===== src/rtl/wlic_pkg.sv =====
package wlic_pkg;

    localparam int unsigned ADDR_W = 6;
    localparam int unsigned DATA_W = 8;

    localparam logic [ADDR_W-1:0] A_STATUS  = 6'h00;
    localparam logic [ADDR_W-1:0] A_MASK    = 6'h01;
    localparam logic [ADDR_W-1:0] A_CFG     = 6'h02;
    localparam logic [ADDR_W-1:0] A_HI_BASE = 6'h10;
    localparam logic [ADDR_W-1:0] A_LO_BASE = 6'h18;

    localparam int unsigned CFG_POL_BIT  = 0;
    localparam int unsigned CFG_SRST_BIT = 7;

    typedef enum logic [0:0] {
        ST_QUIET = 1'b0,
        ST_ALERT = 1'b1
    } irq_state_e;

endpackage


===== src/rtl/wlic_regs.sv =====
module wlic_regs
    import wlic_pkg::*;
#(
    parameter int NUM_CH = 7,
    parameter int LIM_W  = 8,
    parameter int FLAG_W = NUM_CH + 1
) (
    input  logic                    clk,
    input  logic                    rst_n,
    input  logic                    wr_en,
    input  logic [ADDR_W-1:0]       wr_addr,
    input  logic [DATA_W-1:0]       wr_data,
    output logic [NUM_CH-1:0][LIM_W-1:0] hi_lim,
    output logic [NUM_CH-1:0][LIM_W-1:0] lo_lim,
    output logic [FLAG_W-1:0]       mask_q,
    output logic                    pol_q,
    output logic                    soft_rst
);

    logic cfg_wr;
    logic mask_wr;

    assign cfg_wr   = wr_en && (wr_addr == A_CFG);
    assign mask_wr  = wr_en && (wr_addr == A_MASK);
    assign soft_rst = cfg_wr && wr_data[CFG_SRST_BIT];

    for (genvar g = 0; g < NUM_CH; g++) begin : g_lim
        logic hi_sel;
        logic lo_sel;

        assign hi_sel = wr_en && (wr_addr == (A_HI_BASE + ADDR_W'(g)));
        assign lo_sel = wr_en && (wr_addr == (A_LO_BASE + ADDR_W'(g)));

        always_ff @(posedge clk or negedge rst_n) begin
            if (!rst_n) begin
                hi_lim[g] <= '1;
                lo_lim[g] <= '0;
            end else if (soft_rst) begin
                hi_lim[g] <= '1;
                lo_lim[g] <= '0;
            end else begin
                if (hi_sel) hi_lim[g] <= wr_data[LIM_W-1:0];
                if (lo_sel) lo_lim[g] <= wr_data[LIM_W-1:0];
            end
        end
    end

    always_ff @(posedge clk or negedge rst_n) begin
        if (!rst_n) begin
            mask_q <= '0;
            pol_q  <= 1'b0;
        end else if (soft_rst) begin
            mask_q <= '0;
            pol_q  <= 1'b0;
        end else begin
            if (mask_wr) mask_q <= wr_data[FLAG_W-1:0];
            if (cfg_wr)  pol_q  <= wr_data[CFG_POL_BIT];
        end
    end

endmodule


===== src/rtl/wlic_window_cmp.sv =====
module wlic_window_cmp #(
    parameter int NUM_CH = 7,
    parameter int RES_W  = 10,
    parameter int LIM_W  = 8,
    parameter int CH_W   = 3
) (
    input  logic                         res_valid,
    input  logic [CH_W-1:0]              res_chan,
    input  logic [RES_W-1:0]             res_data,
    input  logic [NUM_CH-1:0][LIM_W-1:0] hi_lim,
    input  logic [NUM_CH-1:0][LIM_W-1:0] lo_lim,
    input  logic [NUM_CH-1:0]            ch_mask,
    output logic [NUM_CH-1:0]            hit
);

    localparam int DROP_W = RES_W - LIM_W;

    logic [LIM_W-1:0] res_top;
    logic             unused_lsbs;

    assign res_top     = res_data[RES_W-1 -: LIM_W];
    assign unused_lsbs = ^res_data[DROP_W-1:0];

    for (genvar g = 0; g < NUM_CH; g++) begin : g_cmp
        logic sel;
        logic above;
        logic below;

        assign sel    = res_valid && (res_chan == CH_W'(g));
        assign above  = res_top >  hi_lim[g];
        assign below  = res_top <= lo_lim[g];
        assign hit[g] = sel && (above || below) && !ch_mask[g];
    end

endmodule


===== src/rtl/wlic_flag_bank.sv =====
module wlic_flag_bank #(
    parameter int FLAG_W = 8
) (
    input  logic              clk,
    input  logic              rst_n,
    input  logic [FLAG_W-1:0] set_vec,
    input  logic              rd_stat,
    input  logic              soft_rst,
    output logic [FLAG_W-1:0] flags_q
);

    logic [FLAG_W-1:0] kept;

    always_comb begin
        kept = rd_stat ? '0 : flags_q;
    end

    always_ff @(posedge clk or negedge rst_n) begin
        if (!rst_n) begin
            flags_q <= '0;
        end else if (soft_rst) begin
            flags_q <= '0;
        end else begin
            flags_q <= kept | set_vec;
        end
    end

endmodule


===== src/rtl/wlic_irq_fsm.sv =====
module wlic_irq_fsm
    import wlic_pkg::*;
#(
    parameter int FLAG_W = 8
) (
    input  logic              clk,
    input  logic              rst_n,
    input  logic [FLAG_W-1:0] flags,
    input  logic [FLAG_W-1:0] mask,
    input  logic              pol,
    input  logic              soft_rst,
    output logic              int_pin
);

    irq_state_e state_q;
    irq_state_e state_d;
    logic       pending;

    assign pending = |(flags & ~mask);

    always_comb begin
        state_d = state_q;
        unique case (state_q)
            ST_QUIET: if (pending)  state_d = ST_ALERT;
            ST_ALERT: if (!pending) state_d = ST_QUIET;
        endcase
        if (soft_rst) state_d = ST_QUIET;
    end

    always_ff @(posedge clk or negedge rst_n) begin
        if (!rst_n) state_q <= ST_QUIET;
        else        state_q <= state_d;
    end

    always_comb begin
        unique case (state_q)
            ST_QUIET: int_pin = !pol;
            ST_ALERT: int_pin = pol;
        endcase
    end

endmodule


===== src/rtl/wlic_top.sv =====
module wlic_top
    import wlic_pkg::*;
#(
    parameter  int NUM_CH = 7,
    parameter  int RES_W  = 10,
    parameter  int LIM_W  = 8,
    localparam int CH_W   = $clog2(NUM_CH + 1),
    localparam int FLAG_W = NUM_CH + 1
) (
    input  logic              clk,
    input  logic              rst_n,
    input  logic              res_valid,
    input  logic [CH_W-1:0]   res_chan,
    input  logic [RES_W-1:0]  res_data,
    input  logic              diode_fault,
    input  logic              wr_en,
    input  logic [ADDR_W-1:0] wr_addr,
    input  logic [DATA_W-1:0] wr_data,
    input  logic              rd_stat,
    output logic [FLAG_W-1:0] status,
    output logic              int_pin
);

    logic [NUM_CH-1:0][LIM_W-1:0] hi_lim;
    logic [NUM_CH-1:0][LIM_W-1:0] lo_lim;
    logic [FLAG_W-1:0]            mask_q;
    logic                         pol_q;
    logic                         soft_rst;
    logic [NUM_CH-1:0]            ch_hit;
    logic [FLAG_W-1:0]            set_vec;
    logic [FLAG_W-1:0]            flags_q;

    wlic_regs #(
        .NUM_CH (NUM_CH),
        .LIM_W  (LIM_W),
        .FLAG_W (FLAG_W)
    ) u_regs (
        .clk      (clk),
        .rst_n    (rst_n),
        .wr_en    (wr_en),
        .wr_addr  (wr_addr),
        .wr_data  (wr_data),
        .hi_lim   (hi_lim),
        .lo_lim   (lo_lim),
        .mask_q   (mask_q),
        .pol_q    (pol_q),
        .soft_rst (soft_rst)
    );

    wlic_window_cmp #(
        .NUM_CH (NUM_CH),
        .RES_W  (RES_W),
        .LIM_W  (LIM_W),
        .CH_W   (CH_W)
    ) u_cmp (
        .res_valid (res_valid),
        .res_chan  (res_chan),
        .res_data  (res_data),
        .hi_lim    (hi_lim),
        .lo_lim    (lo_lim),
        .ch_mask   (mask_q[NUM_CH-1:0]),
        .hit       (ch_hit)
    );

    assign set_vec = {diode_fault && !mask_q[NUM_CH], ch_hit};

    wlic_flag_bank #(
        .FLAG_W (FLAG_W)
    ) u_flags (
        .clk      (clk),
        .rst_n    (rst_n),
        .set_vec  (set_vec),
        .rd_stat  (rd_stat),
        .soft_rst (soft_rst),
        .flags_q  (flags_q)
    );

    wlic_irq_fsm #(
        .FLAG_W (FLAG_W)
    ) u_fsm (
        .clk      (clk),
        .rst_n    (rst_n),
        .flags    (flags_q),
        .mask     (mask_q),
        .pol      (pol_q),
        .soft_rst (soft_rst),
        .int_pin  (int_pin)
    );

    assign status = flags_q;

endmodule


===== config.mk =====
export PLATFORM = sky130hd
export DESIGN_NAME = wlic_top
export DESIGN_NICKNAME = d
export VERILOG_FILES = /design/src/rtl/wlic_pkg.sv /design/src/rtl/wlic_regs.sv /design/src/rtl/wlic_window_cmp.sv /design/src/rtl/wlic_flag_bank.sv /design/src/rtl/wlic_irq_fsm.sv /design/src/rtl/wlic_top.sv
export SDC_FILE = /design/constraint.sdc
export NUM_CORES = 1
export LEC_CHECK = 0
export ABC_AREA = 1
export BUFFER_PORTS_ARGS = -buffer_cell sky130_fd_sc_hd__buf_2
export CAP_MARGIN = 5
export CORE_ASPECT_RATIO = 0.6
export CORE_MARGIN = 8
export CORE_UTILIZATION = 45
export CTS_BUF_LIST = sky130_fd_sc_hd__clkbuf_8 sky130_fd_sc_hd__clkbuf_16
export CTS_CLUSTER_DIAMETER = 30
export CTS_CLUSTER_SIZE = 25
export DETAILED_ROUTE_END_ITERATION = 8
export PLACE_DENSITY_LB_ADDON = 0.25
export SETUP_SLACK_MARGIN = 0.3
export SLEW_MARGIN = 20
export SYNTH_ARGS = -nofsm -noshare
export SYNTH_HDL_FRONTEND = slang
export SYNTH_SLANG_ARGS = --single-unit
export TNS_END_PERCENT = 10

===== constraint.sdc =====
create_clock -name clk -period 2.7 [get_ports clk]
set_input_delay 0.135 -clock clk [delete_from_list [all_inputs] [get_ports clk]]
set_output_delay 0.135 -clock clk [all_outputs]
set_load 0.03 [all_outputs]

==> results of run 1 <==
## flip-flops by register name, summed over array words and instances (netlist names)
| signal | cells |
|---|---|
| u_regs.mask_q | 8 |
| u_fsm.state_q | 1 |
| u_regs.hi_lim | 56 |
| u_flags.flags_q | 8 |
| u_regs.pol_q | 1 |
| u_regs.lo_lim | 56 |
## area by class of cell
class,instances,area [um^2],area share
clock buffer,18,439,0.0472
clock inverter,14,235,0.0253
inverter,183,687,0.0739
multi-input combinational,694,4040,0.434
sequential,130,3320,0.357
tap,240,300,0.0323
timing repair buffer,49,279,0.0300
## worst max path at each step
stage,slack [ns],endpoint,from,cells after the start
detailed placement,0.78,u_flags.flags_q[1]$_DFF_PN0_,res_data[2],9
CTS,0.97,u_flags.flags_q[0]$_DFF_PN0_,u_regs.hi_lim[7]$_DFFE_PN1P_,10
global placement,0.75,u_flags.flags_q[1]$_DFF_PN0_,res_data[2],9
finish,0.97,u_flags.flags_q[0]$_DFF_PN0_,u_regs.hi_lim[7]$_DFFE_PN1P_,10
global route,0.86,u_flags.flags_q[0]$_DFF_PN0_,u_regs.hi_lim[7]$_DFFE_PN1P_,10
floorplan,1.29,u_flags.flags_q[4]$_DFF_PN0_,u_regs.hi_lim[39]$_DFFE_PN1P_,10
## power by group
part,total [mW],leakage [nW],internal (mW),switching (mW)
logic,1.91,3.06,0.724,1.18
clock network,2.68,0.325,1.75,0.929
registers,2.72,1.47,2.56,0.160
## worst min-delay path, cell delays in order
cell and delay [ns]:
buf_2 0.09, o22ai_1 0.08, nand2_1 0.06, inv_1 0.03
## stage by stage
stage          hold slack, ns  worst slack [ns]  power, mW  std cells  instance area [um^2]
3_3_place_gp            0.192             0.752       4.57       1295                  8610
5_1_grt                0.0159             0.857       7.81       1328                  9300
6_report               0.0164             0.973       7.31       1328                  9300
4_1_cts               0.00307             0.973       7.33       1328                  9300
3_5_place_dp            0.189             0.775       4.63       1295                  8610
2_1_floorplan          -0.161              1.29       4.09       1032                  8200
## repair_timing
action                                  in CTS  in global routing
endpoints found under the hold margin       36                  0
endpoints found under the setup margin       0                  0
hold buffers                                 1                  0
## cell usage after synthesis, types with 9 or more instances
library cell / instances
nor2_1: 50
a21oi_1: 56
inv_2: 9
o21ai_0: 105
inv_1: 174
dfrtp_1: 74
buf_2: 14
ha_1: 112
nand2_1: 292
dfstp_2: 56
nand3_1: 10
## layer usage
layer | vias to the layer above | GRT usage | routed length (um)
li1 | 3355 | - | -
met1 | 3066 | 0.319 | 12100
met2 | 166 | 0.274 | 8580
met3 | 15 | 0.0451 | 1390
met4 | 0 | 0.0367 | 140
met5 | - | 0 | 0
## cell families after synthesis
| group | share of synthesized area |
|---|---|
| buffers and inverters | 0.102 |
| adder cells (fa/ha/maj) | 0.171 |
| XOR/XNOR | 0.00107 |
| AND/OR/NAND/NOR | 0.191 |
| AO/OA/AOI/OAI | 0.129 |
| flip-flops | 0.405 |
==> run summary, run 1 <==
I/O pin count -> 42
synthesis-to-layout area growth -> 13.4%
Sink Count -> 130
power per cell area -> 786 mW/mm^2
Clock Latency Late Sink -> 0.43 ns
CTS clk-pin slew, worst paths -> 0.06 ns
Post-synth ARST share -> 1.00
Setup Fix Bufs, Post-CTS -> 0
reg-to-reg slack, setup -> 0.97 ns
first-pass GRT wire length -> 35200 um
Initial Utilization -> 0.456
Mapped Cells -> 1032
dpl hpwl -> 15400 um
routed wire length -> 22200 um
Die H -> 121 um
initial drt markers -> 504
worst hold-check path type -> in -> reg
CP Launch Type -> flop
most frequent CP cell -> nand2_1
syn_area_per_cell -> 7.94 um^2
layout net count -> 1220
# DRC -> 0
CTS tree -> yes
synth unique cells -> 34
sequential area share after synthesis -> 0.405
share of layout cells above drive strength 1 -> 0.154
fmax -> 579 MHz
critical path class -> reg -> reg
hold path depth -> 4
total CTS buffers -> 17
clk root buf -> clkbuf_16
CP delay by family, top -> simple AND/OR/NAND/NOR gates
max_cap viols -> 0
commonest non-fill, non-tap cell in the layout -> nand2_1
RSZ-0062 raised after global routing -> false
Vias/cell -> 4.97
nature of the critical path endpoint -> flop
endpoints failing setup -> 0
Die W -> 190 um
Lkg Pwr -> 4.86 nW
worst path bufs/invs -> 1
post-CTS sizing -> 0
vias in the first global route -> 6160
Yosys top cell by area -> dfrtp_1
synth top area cells -> dfrtp_1 (23%), dfstp_2 (18%), ha_1 (17%)
DR vias -> 6602
Critical Path RT -> 3.04 ns
critical path's slowest cell -> dfstp_2
FF-to-FF path depth -> 10
worst-path cell chain -> inv_1 -> ha_1 -> nand2_1 -> nor2_1 -> nand2_1 -> nand2_1 -> nand2_1 -> nand2_1 -> nand2_1 -> a21oi_1
Routed WL per cell -> 16.7 um
Rows -> 38
Post-synth EDFFs -> 0
Critical Path AT -> 2.07 ns
# fillers -> 1703
Setup Skew -> 0.0103 ns
diode count -> 0
worst r2r src -> u_regs.hi_lim[7]$_DFFE_PN1P_
CTS H-tree lvls -> 4
fin crit period -> 1.73 ns
period utilisation layout -> 0.640
Hold Fails Final Rpt -> 0
full die area -> 0.0229 mm^2
crit-path max cell delay -> 0.51 ns
outcome -> completed
post-route setup TNS -> 0 ns
crit-path max FO -> 2
number of synthesized register bits -> 130
Syn Nets -> 1177
floorplan core area -> 0.0180 mm^2
most frequent cells in the layout -> nand2_1 (292), inv_1 (174), ha_1 (112)
Clock Tree Buf Depth -> 2
Max-slew headroom -> 0.362
# port buffers -> 39
FF-to-FF End -> u_flags.flags_q[0]$_DFF_PN0_
largest net degree at the start of global routing -> 67
Antenna Violating Nets Remaining -> 0
yosys warns -> 0
ys flop type -> dfrtp_1
Yosys top cell area share -> 0.226
GPL Wtd Cong -> 0.859
drt first pass iters -> 5
initial antenna violation count -> 0
synthesized cell area -> 0.00820 mm^2
final core utilization -> 0.517
Max VDD drop -> 0.475 mV
Final Slew Violations -> 0
GRT overflow -> 0
total track usage -> 0.202
hold wc startpoint -> rd_stat
worst hold path endpoint -> u_flags.flags_q[7]$_DFF_PN0_
Least-Margin Pin Slew -> 0.951 ns
(Power assumes the default switching activity.)
==> inputs of run 2 (changes only) <==
Clock period 2.7 ns to 1.59 ns, I/O delays scaled along.
==> run 2 against run 1 <==
- core utilization rose by 5.1 points
- hold slack got worse by 0.014 ns
- sequential share of layout area fell by 3.2 points
- total power rose by 77%
- wire length rose by 2.7%
- count of clock-buffer cells in the layout rose by 3
- combinational power rose by 110%
- first-iteration DRC count rose by 4.4%
- clock skew rose by 0.0028 ns
- design area rose by 9.8%
- setup slack got worse by 0.97 ns
==> run summary, run 2 (synthesized netlist as in run 1, its figures left out) <==
outcome -> completed
Lkg Pwr -> 5.07 nW (+4.3%)
Final Slew Violations -> 0 (unchanged)
GRT overflow -> 0 (unchanged)
FF-to-FF End -> u_flags.flags_q[3]$_DFF_PN0_
post-route cell area -> 0.0102 mm^2 (+9.8%)
layout net count -> 1251 (+2.5%)
drt first pass iters -> 5 (unchanged)
Critical Path RT -> 1.95 ns (-1.09 ns)
CTS tree -> yes
max_cap viols -> 0 (unchanged)
power per cell area -> 1270 mW/mm^2 (+62%)
WP depth -> 9 (-1)
diode count -> 0 (unchanged)
clk root buf -> clkbuf_16
CP delay by family, top -> flip-flops
worst r2r src -> u_regs.hi_lim[30]$_DFFE_PN1P_
critical path class -> reg -> reg
DR vias -> 6794 (+2.9%)
commonest non-fill, non-tap cell in the layout -> nand2_1
fmax -> 631 MHz (+9.0%)
total power -> 13.0 mW (+77%)
hold wc startpoint -> wr_data[2]
largest net degree at the start of global routing -> 50 (-25%)
# fillers -> 1655 (-2.8%)
initial drt markers -> 526 (+4.4%)
routed wire length -> 22800 um (+2.7%)
I/O pin count -> 42 (unchanged)
Rows -> 38 (unchanged)
synthesis-to-layout area growth -> 24.5%
Max-slew headroom -> 0.563 (+0.201)
endpoints failing setup -> 0 (unchanged)
total track usage -> 0.205 (+0.00319)
Placed Area -> 0.00924 mm^2 (+7.2%)
GPL Wtd Cong -> 0.914 (+6.4%)
Die W -> 190 um (unchanged)
Die H -> 121 um (unchanged)
CTS H-tree lvls -> 4 (unchanged)
nature of the critical path endpoint -> flop
Vias/cell -> 5.00 (+0.56%)
Clock Tree Buf Depth -> 2 (unchanged)
dpl ws -> -0.108 ns (-0.883 ns)
fin crit period -> 1.58 ns (-0.143 ns)
critical path's slowest cell -> dfstp_2
worst path bufs/invs -> 1 (unchanged)
# DRC -> 0 (unchanged)
Least-Margin Pin Slew -> 0.656 ns (-0.295 ns)
most frequent CP cell -> nand2_1
RSZ-0062 raised after global routing -> true
Sink Count -> 130 (unchanged)
Largest regs -> u_regs.hi_lim: 56 flops, u_regs.lo_lim: 56 flops
crit-path max cell delay -> 0.51 ns (about the same)
Hold Fails Final Rpt -> 0 (unchanged)
dpl hpwl -> 16700 um (+8.7%)
Routed WL per cell -> 16.8 um (+0.32%)
capture point of the critical path -> u_flags.flags_q[3]$_DFF_PN0_
Antenna Violating Nets Remaining -> 0 (unchanged)
vias in the first global route -> 6516 (+5.8%)
CP Launch Type -> flop
CTS clk-pin slew, worst paths -> 0.07 ns (about the same)
setup ws final -> 0.00567 ns (-0.967 ns)
initial antenna violation count -> 0 (unchanged)
floorplan core area -> 0.0180 mm^2 (unchanged)
crit-path max FO -> 2 (unchanged)
# port buffers -> 39 (unchanged)
post-route setup TNS -> 0 ns (unchanged)
Setup Skew -> 0.0131 ns (+0.00276 ns)
first-pass GRT wire length -> 36300 um (+3.0%)
reg-to-reg slack, setup -> 0.006 ns (-0.97 ns)
worst-path cell chain -> inv_1 -> ha_4 -> nand2_2 -> o21a_1 -> nand2_1 -> nand2_2 -> nand2_1 -> nand2_1 -> a21oi_2
full die area -> 0.0229 mm^2 (unchanged)
Worst Setup SP -> u_regs.hi_lim[30]$_DFFE_PN1P_
worst hold-check path type -> in -> reg
Initial Utilization -> 0.456 (unchanged)
total CTS buffers -> 17 (unchanged)
FF-to-FF path depth -> 9 (-1)
Critical Path AT -> 1.94 ns (-0.13 ns)
Clock Latency Late Sink -> 0.43 ns (about the same)
hold path depth -> 3 (-1)
most frequent cells in the layout -> nand2_1 (277), inv_1 (144), o21ai_0 (105)
Final Hold Slack -> 0.00280 ns (-0.0136 ns)
Max VDD drop -> 1.01 mV (+110%)
share of layout cells above drive strength 1 -> 0.262 (+0.107)
period utilisation layout -> 0.996 (+0.357)
==> run 2: cell count changes in the layout (fill, tap and decap cells not counted), moves of 9 or more <==
cell     previous run  this run
a21oi_1            56        46
a21oi_2             0        10
buf_12              0        14
buf_4               9        22
ha_1              112        84
ha_4                0        28
inv_1             174       144
inv_2               9        41
nand2_1           292       277
nand2_2             7        19
nor2_1             50        39
nor2_2              1        10
==> run 2: worst reg2reg max path, cell delays in order, from the launching register on <==
cell and delay (ns):
dfstp_2 0.51, inv_1 0.07, ha_4 0.27, nand2_2 0.09, o21a_1 0.18, nand2_1 0.07, nand2_2 0.07, nand2_1 0.07
nand2_1 0.06, a21oi_2 0.15
==> run 2: power breakdown <==
group          total (mW)  leakage [nW]  internal, mW  switching (mW)
clock network        4.38         0.333          2.80            1.58
registers            4.67          1.47          4.35           0.319
logic                3.92          3.26          1.62            2.31
total                13.0          5.07          8.76            4.21
==> run 2: final cells by class <==
cell class / count / area, um^2 / share of cell area
Clock buffer: 21 / 514 / 0.0504
Tap cell: 240 / 300 / 0.0294
Sequential cell: 130 / 3320 / 0.325
Multi-Input combinational cell: 694 / 4530 / 0.444
Inverter: 183 / 687 / 0.0673
Timing Repair Buffer: 80 / 706 / 0.0691
Clock inverter: 11 / 145 / 0.0142
==> run 2: metrics by stage <==
stage	instances	utilization
after floorplan	1032	-
after global placement	1321	0.514
after detailed placement	1321	0.514
after CTS	1358	0.560
after global routing	1359	0.568
final	1359	0.568
==> run 2: worst min-delay path by stage <==
stage,endpoint,slack (ns)
6_report,u_regs.mask_q[2]$_DFFE_PN0P_,0.003
5_1_grt,u_regs.mask_q[3]$_DFFE_PN0P_,0.02
4_1_cts,u_regs.mask_q[5]$_DFFE_PN0P_,0.003
3_5_place_dp,u_flags.flags_q[7]$_DFF_PN0_,0.08
3_3_place_gp,u_flags.flags_q[7]$_DFF_PN0_,0.08
2_1_floorplan,u_flags.flags_q[0]$_DFF_PN0_,-0.22
==> run 2: repair_timing <==
item	CTS	global route
hold buffers	5	0
setup buffers	0	1
pin swaps	24	13
hold endpoints to repair	44	0
resized for setup	30	36
endpoints found under the setup margin	9	18
==> run 2: routing by layer <==
layer  up-vias  global-route usage  share of wire
li1       3428                   -              -
met1      3133               0.316           0.51
met2       212               0.289           0.40
met3        21              0.0426          0.077
met4         0              0.0425         0.0088
met5         -                   0              0
==> inputs of run 3 (changes only) <==
--- a/constraint.sdc
+++ b/constraint.sdc
@@ -3,2 +3,2 @@
 set_output_delay 0.0795 -clock clk [all_outputs]
-set_load 0.03 [all_outputs]
+set_load 0.01 [all_outputs]
==> run 3 against run 2 <==
- the run now ends with negative setup slack left
- hold slack better by 0.014 ns
- global-route usage stayed put
- count of clock-buffer cells in the layout stayed put
- combinational power is 1% lower
==> run summary, run 3 (synthesized netlist as in run 1, its figures left out) <==
Critical Path RT -> 1.95 ns (about the same)
commonest non-fill, non-tap cell in the layout -> nand2_1
worst-path cell chain -> inv_1 -> ha_4 -> nand2_2 -> o21a_1 -> nand2_1 -> nand2_2 -> nand2_1 -> nand2_1 -> a21oi_2
Rows -> 38 (unchanged)
CTS H-tree lvls -> 4 (unchanged)
power per cell area -> 1270 mW/mm^2 (-0.35%)
Vias/cell -> 4.99 (-0.13%)
Largest regs -> u_regs.hi_lim: 56 flops, u_regs.lo_lim: 56 flops
worst hold-check path type -> in -> reg
I/O pin count -> 42 (unchanged)
WP depth -> 9 (unchanged)
# fillers -> 1656 (+0.060%)
dpl hpwl -> 16700 um (unchanged)
GRT overflow -> 0 (unchanged)
most frequent cells in the layout -> nand2_1 (277), inv_1 (144), o21ai_0 (105)
floorplan core area -> 0.0180 mm^2 (unchanged)
hold path depth -> 3 (unchanged)
Lkg Pwr -> 5.07 nW (about the same)
Routed WL per cell -> 16.8 um (+0.10%)
vias in the first global route -> 6516 (unchanged)
dpl ws -> -0.108 ns (unchanged)
CTS clk-pin slew, worst paths -> 0.07 ns (about the same)
crit-path max FO -> 2 (unchanged)
Setup Skew -> 0.0121 ns (-0.000967 ns)
synthesis-to-layout area growth -> 24.5% (about the same)
most frequent CP cell -> nand2_1
Critical Path AT -> 1.95 ns (about the same)
Die W -> 190 um (unchanged)
post-route setup TNS -> -0.000786 ns (-0.000786 ns)
Sink Count -> 130 (unchanged)
worst path bufs/invs -> 1 (unchanged)
Antenna Violating Nets Remaining -> 0 (unchanged)
crit-path max cell delay -> 0.51 ns (about the same)
Clock Tree Buf Depth -> 2 (unchanged)
CP delay by family, top -> flip-flops
Final Slew Violations -> 0 (unchanged)
Die H -> 121 um (unchanged)
full die area -> 0.0229 mm^2 (unchanged)
failing checks -> negative setup slack
layout net count -> 1251 (unchanged)
largest net degree at the start of global routing -> 50 (unchanged)
Max-slew headroom -> 0.560 (-0.00221)
cell count after placement -> 1321 (unchanged)
clk root buf -> clkbuf_16
critical path class -> reg -> reg
non-filler cells, final -> 1359 (unchanged)
Initial Utilization -> 0.456 (unchanged)
FF-to-FF path depth -> 9 (unchanged)
RSZ-0062 raised after global routing -> true
nature of the critical path endpoint -> flop
CTS tree -> yes
Max VDD drop -> 1.00 mV (about the same)
# DRC -> 0 (unchanged)
initial antenna violation count -> 0 (unchanged)
fin crit period -> 1.59 ns (+0.00645 ns)
DR vias -> 6785 (-0.13%)
fmax -> 629 MHz (-0.41%)
Hold Fails Final Rpt -> 0 (unchanged)
first-pass GRT wire length -> 36300 um (unchanged)
drt first pass iters -> 5 (unchanged)
max_cap viols -> 0 (unchanged)
Clock Latency Late Sink -> 0.42 ns (about the same)
# port buffers -> 39 (unchanged)
total CTS buffers -> 17 (unchanged)
endpoints failing setup -> 1 (+1)
outcome -> finished, violations left
initial drt markers -> 489 (-7.0%)
share of layout cells above drive strength 1 -> 0.262 (unchanged)
period utilisation layout -> 1.00 (+0.00406)
Least-Margin Pin Slew -> 0.659 ns (+0.00332 ns)
total track usage -> 0.205 (unchanged)
CP Launch Type -> flop
setup ws final -> -0.000786 ns (-0.00645 ns)
routed wire length -> 22800 um (+0.10%)
FF/Latch Area -> 0.00332 mm^2 (unchanged)
diode count -> 0 (unchanged)
area of the multi-input gates -> 0.00453 mm^2 (unchanged)
GPL Wtd Cong -> 0.914 (unchanged)
critical path's slowest cell -> dfstp_2
-- run 3: cell types whose count changed in the layout (fill, tap and decap cells not counted) --
cell | previous run | this run
buf_2 | 37 | 38
buf_6 | 2 | 1
-- run 3: path summary, 6_finish.rpt --
| kind | to | slack, ns | start |
|---|---|---|---|
| min in group asynchronous | u_regs.lo_lim[47]$_DFFE_PN0P_ | 0.19 | rst_n |
| max in group asynchronous | u_regs.hi_lim[23]$_DFFE_PN1P_ | 0.78 | rst_n |
| max | u_flags.flags_q[3]$_DFF_PN0_ | -0.0008 | u_regs.hi_lim[30]$_DFFE_PN1P_ |
| min reg2reg | u_regs.lo_lim[40]$_DFFE_PN0P_ | 0.50 | u_regs.lo_lim[40]$_DFFE_PN0P_ |
| min | u_regs.mask_q[3]$_DFFE_PN0P_ | 0.02 | wr_data[3] |
| max reg2reg | u_flags.flags_q[3]$_DFF_PN0_ | -0.0008 | u_regs.hi_lim[30]$_DFFE_PN1P_ |
-- run 3: worst min-delay path: cells and delay by family --
family	cells	cell delay, ns
and+or+nand+nor	1	0.10
AOI/OAI and AO/OA	1	0.09
buffers and inverters	1	0.12
-- run 3: area by class of cell --
| cell class | instances | area share |
|---|---|---|
| inverter | 183 | 0.0673 |
| sequential | 130 | 0.326 |
| clock buffer | 21 | 0.0504 |
| multi-input combinational | 694 | 0.444 |
| clock inverter | 11 | 0.0142 |
| timing repair buffer | 80 | 0.0685 |
| tap | 240 | 0.0294 |
-- run 3: what timing repair did --
action                     in CTS  in global routing
setup endpoints to repair       9                 18
hold buffers                    5                  0
pin swaps                      24                 13
buffers inserted                0                  1
hold endpoints to repair       44                  0
resized for setup              30                 33
-- run 3: per-layer routing --
| layer | up-vias | GRT usage | wire length [um] | part of all wire |
|---|---|---|---|---|
| met1 | 3145 | 0.316 | 11800 | 0.52 |
| li1 | 3430 | - | - | - |
| met4 | 0 | 0.0425 | 180 | 0.0079 |
| met3 | 21 | 0.0426 | 1590 | 0.070 |
| met2 | 189 | 0.289 | 9210 | 0.40 |
| met5 | - | 0 | 0 | 0 |
-- run 3: stage by stage --
step	instance area [um^2]	power (mW)	util	hold slack, ns
after floorplan	8450	7.11	-	-0.216
after global placement	9240	8.07	0.514	0.0776
after detailed placement	9240	8.19	0.514	0.0812
after CTS	10100	12.8	0.560	0.00334
after global routing	10200	13.8	0.568	0.0188
final	10200	12.9	0.568	0.0166
-- run 3: where the power goes --
part	internal, mW	switching, mW
logic	1.61	2.26
clock network	2.80	1.58
registers	4.35	0.318
total	8.75	4.16
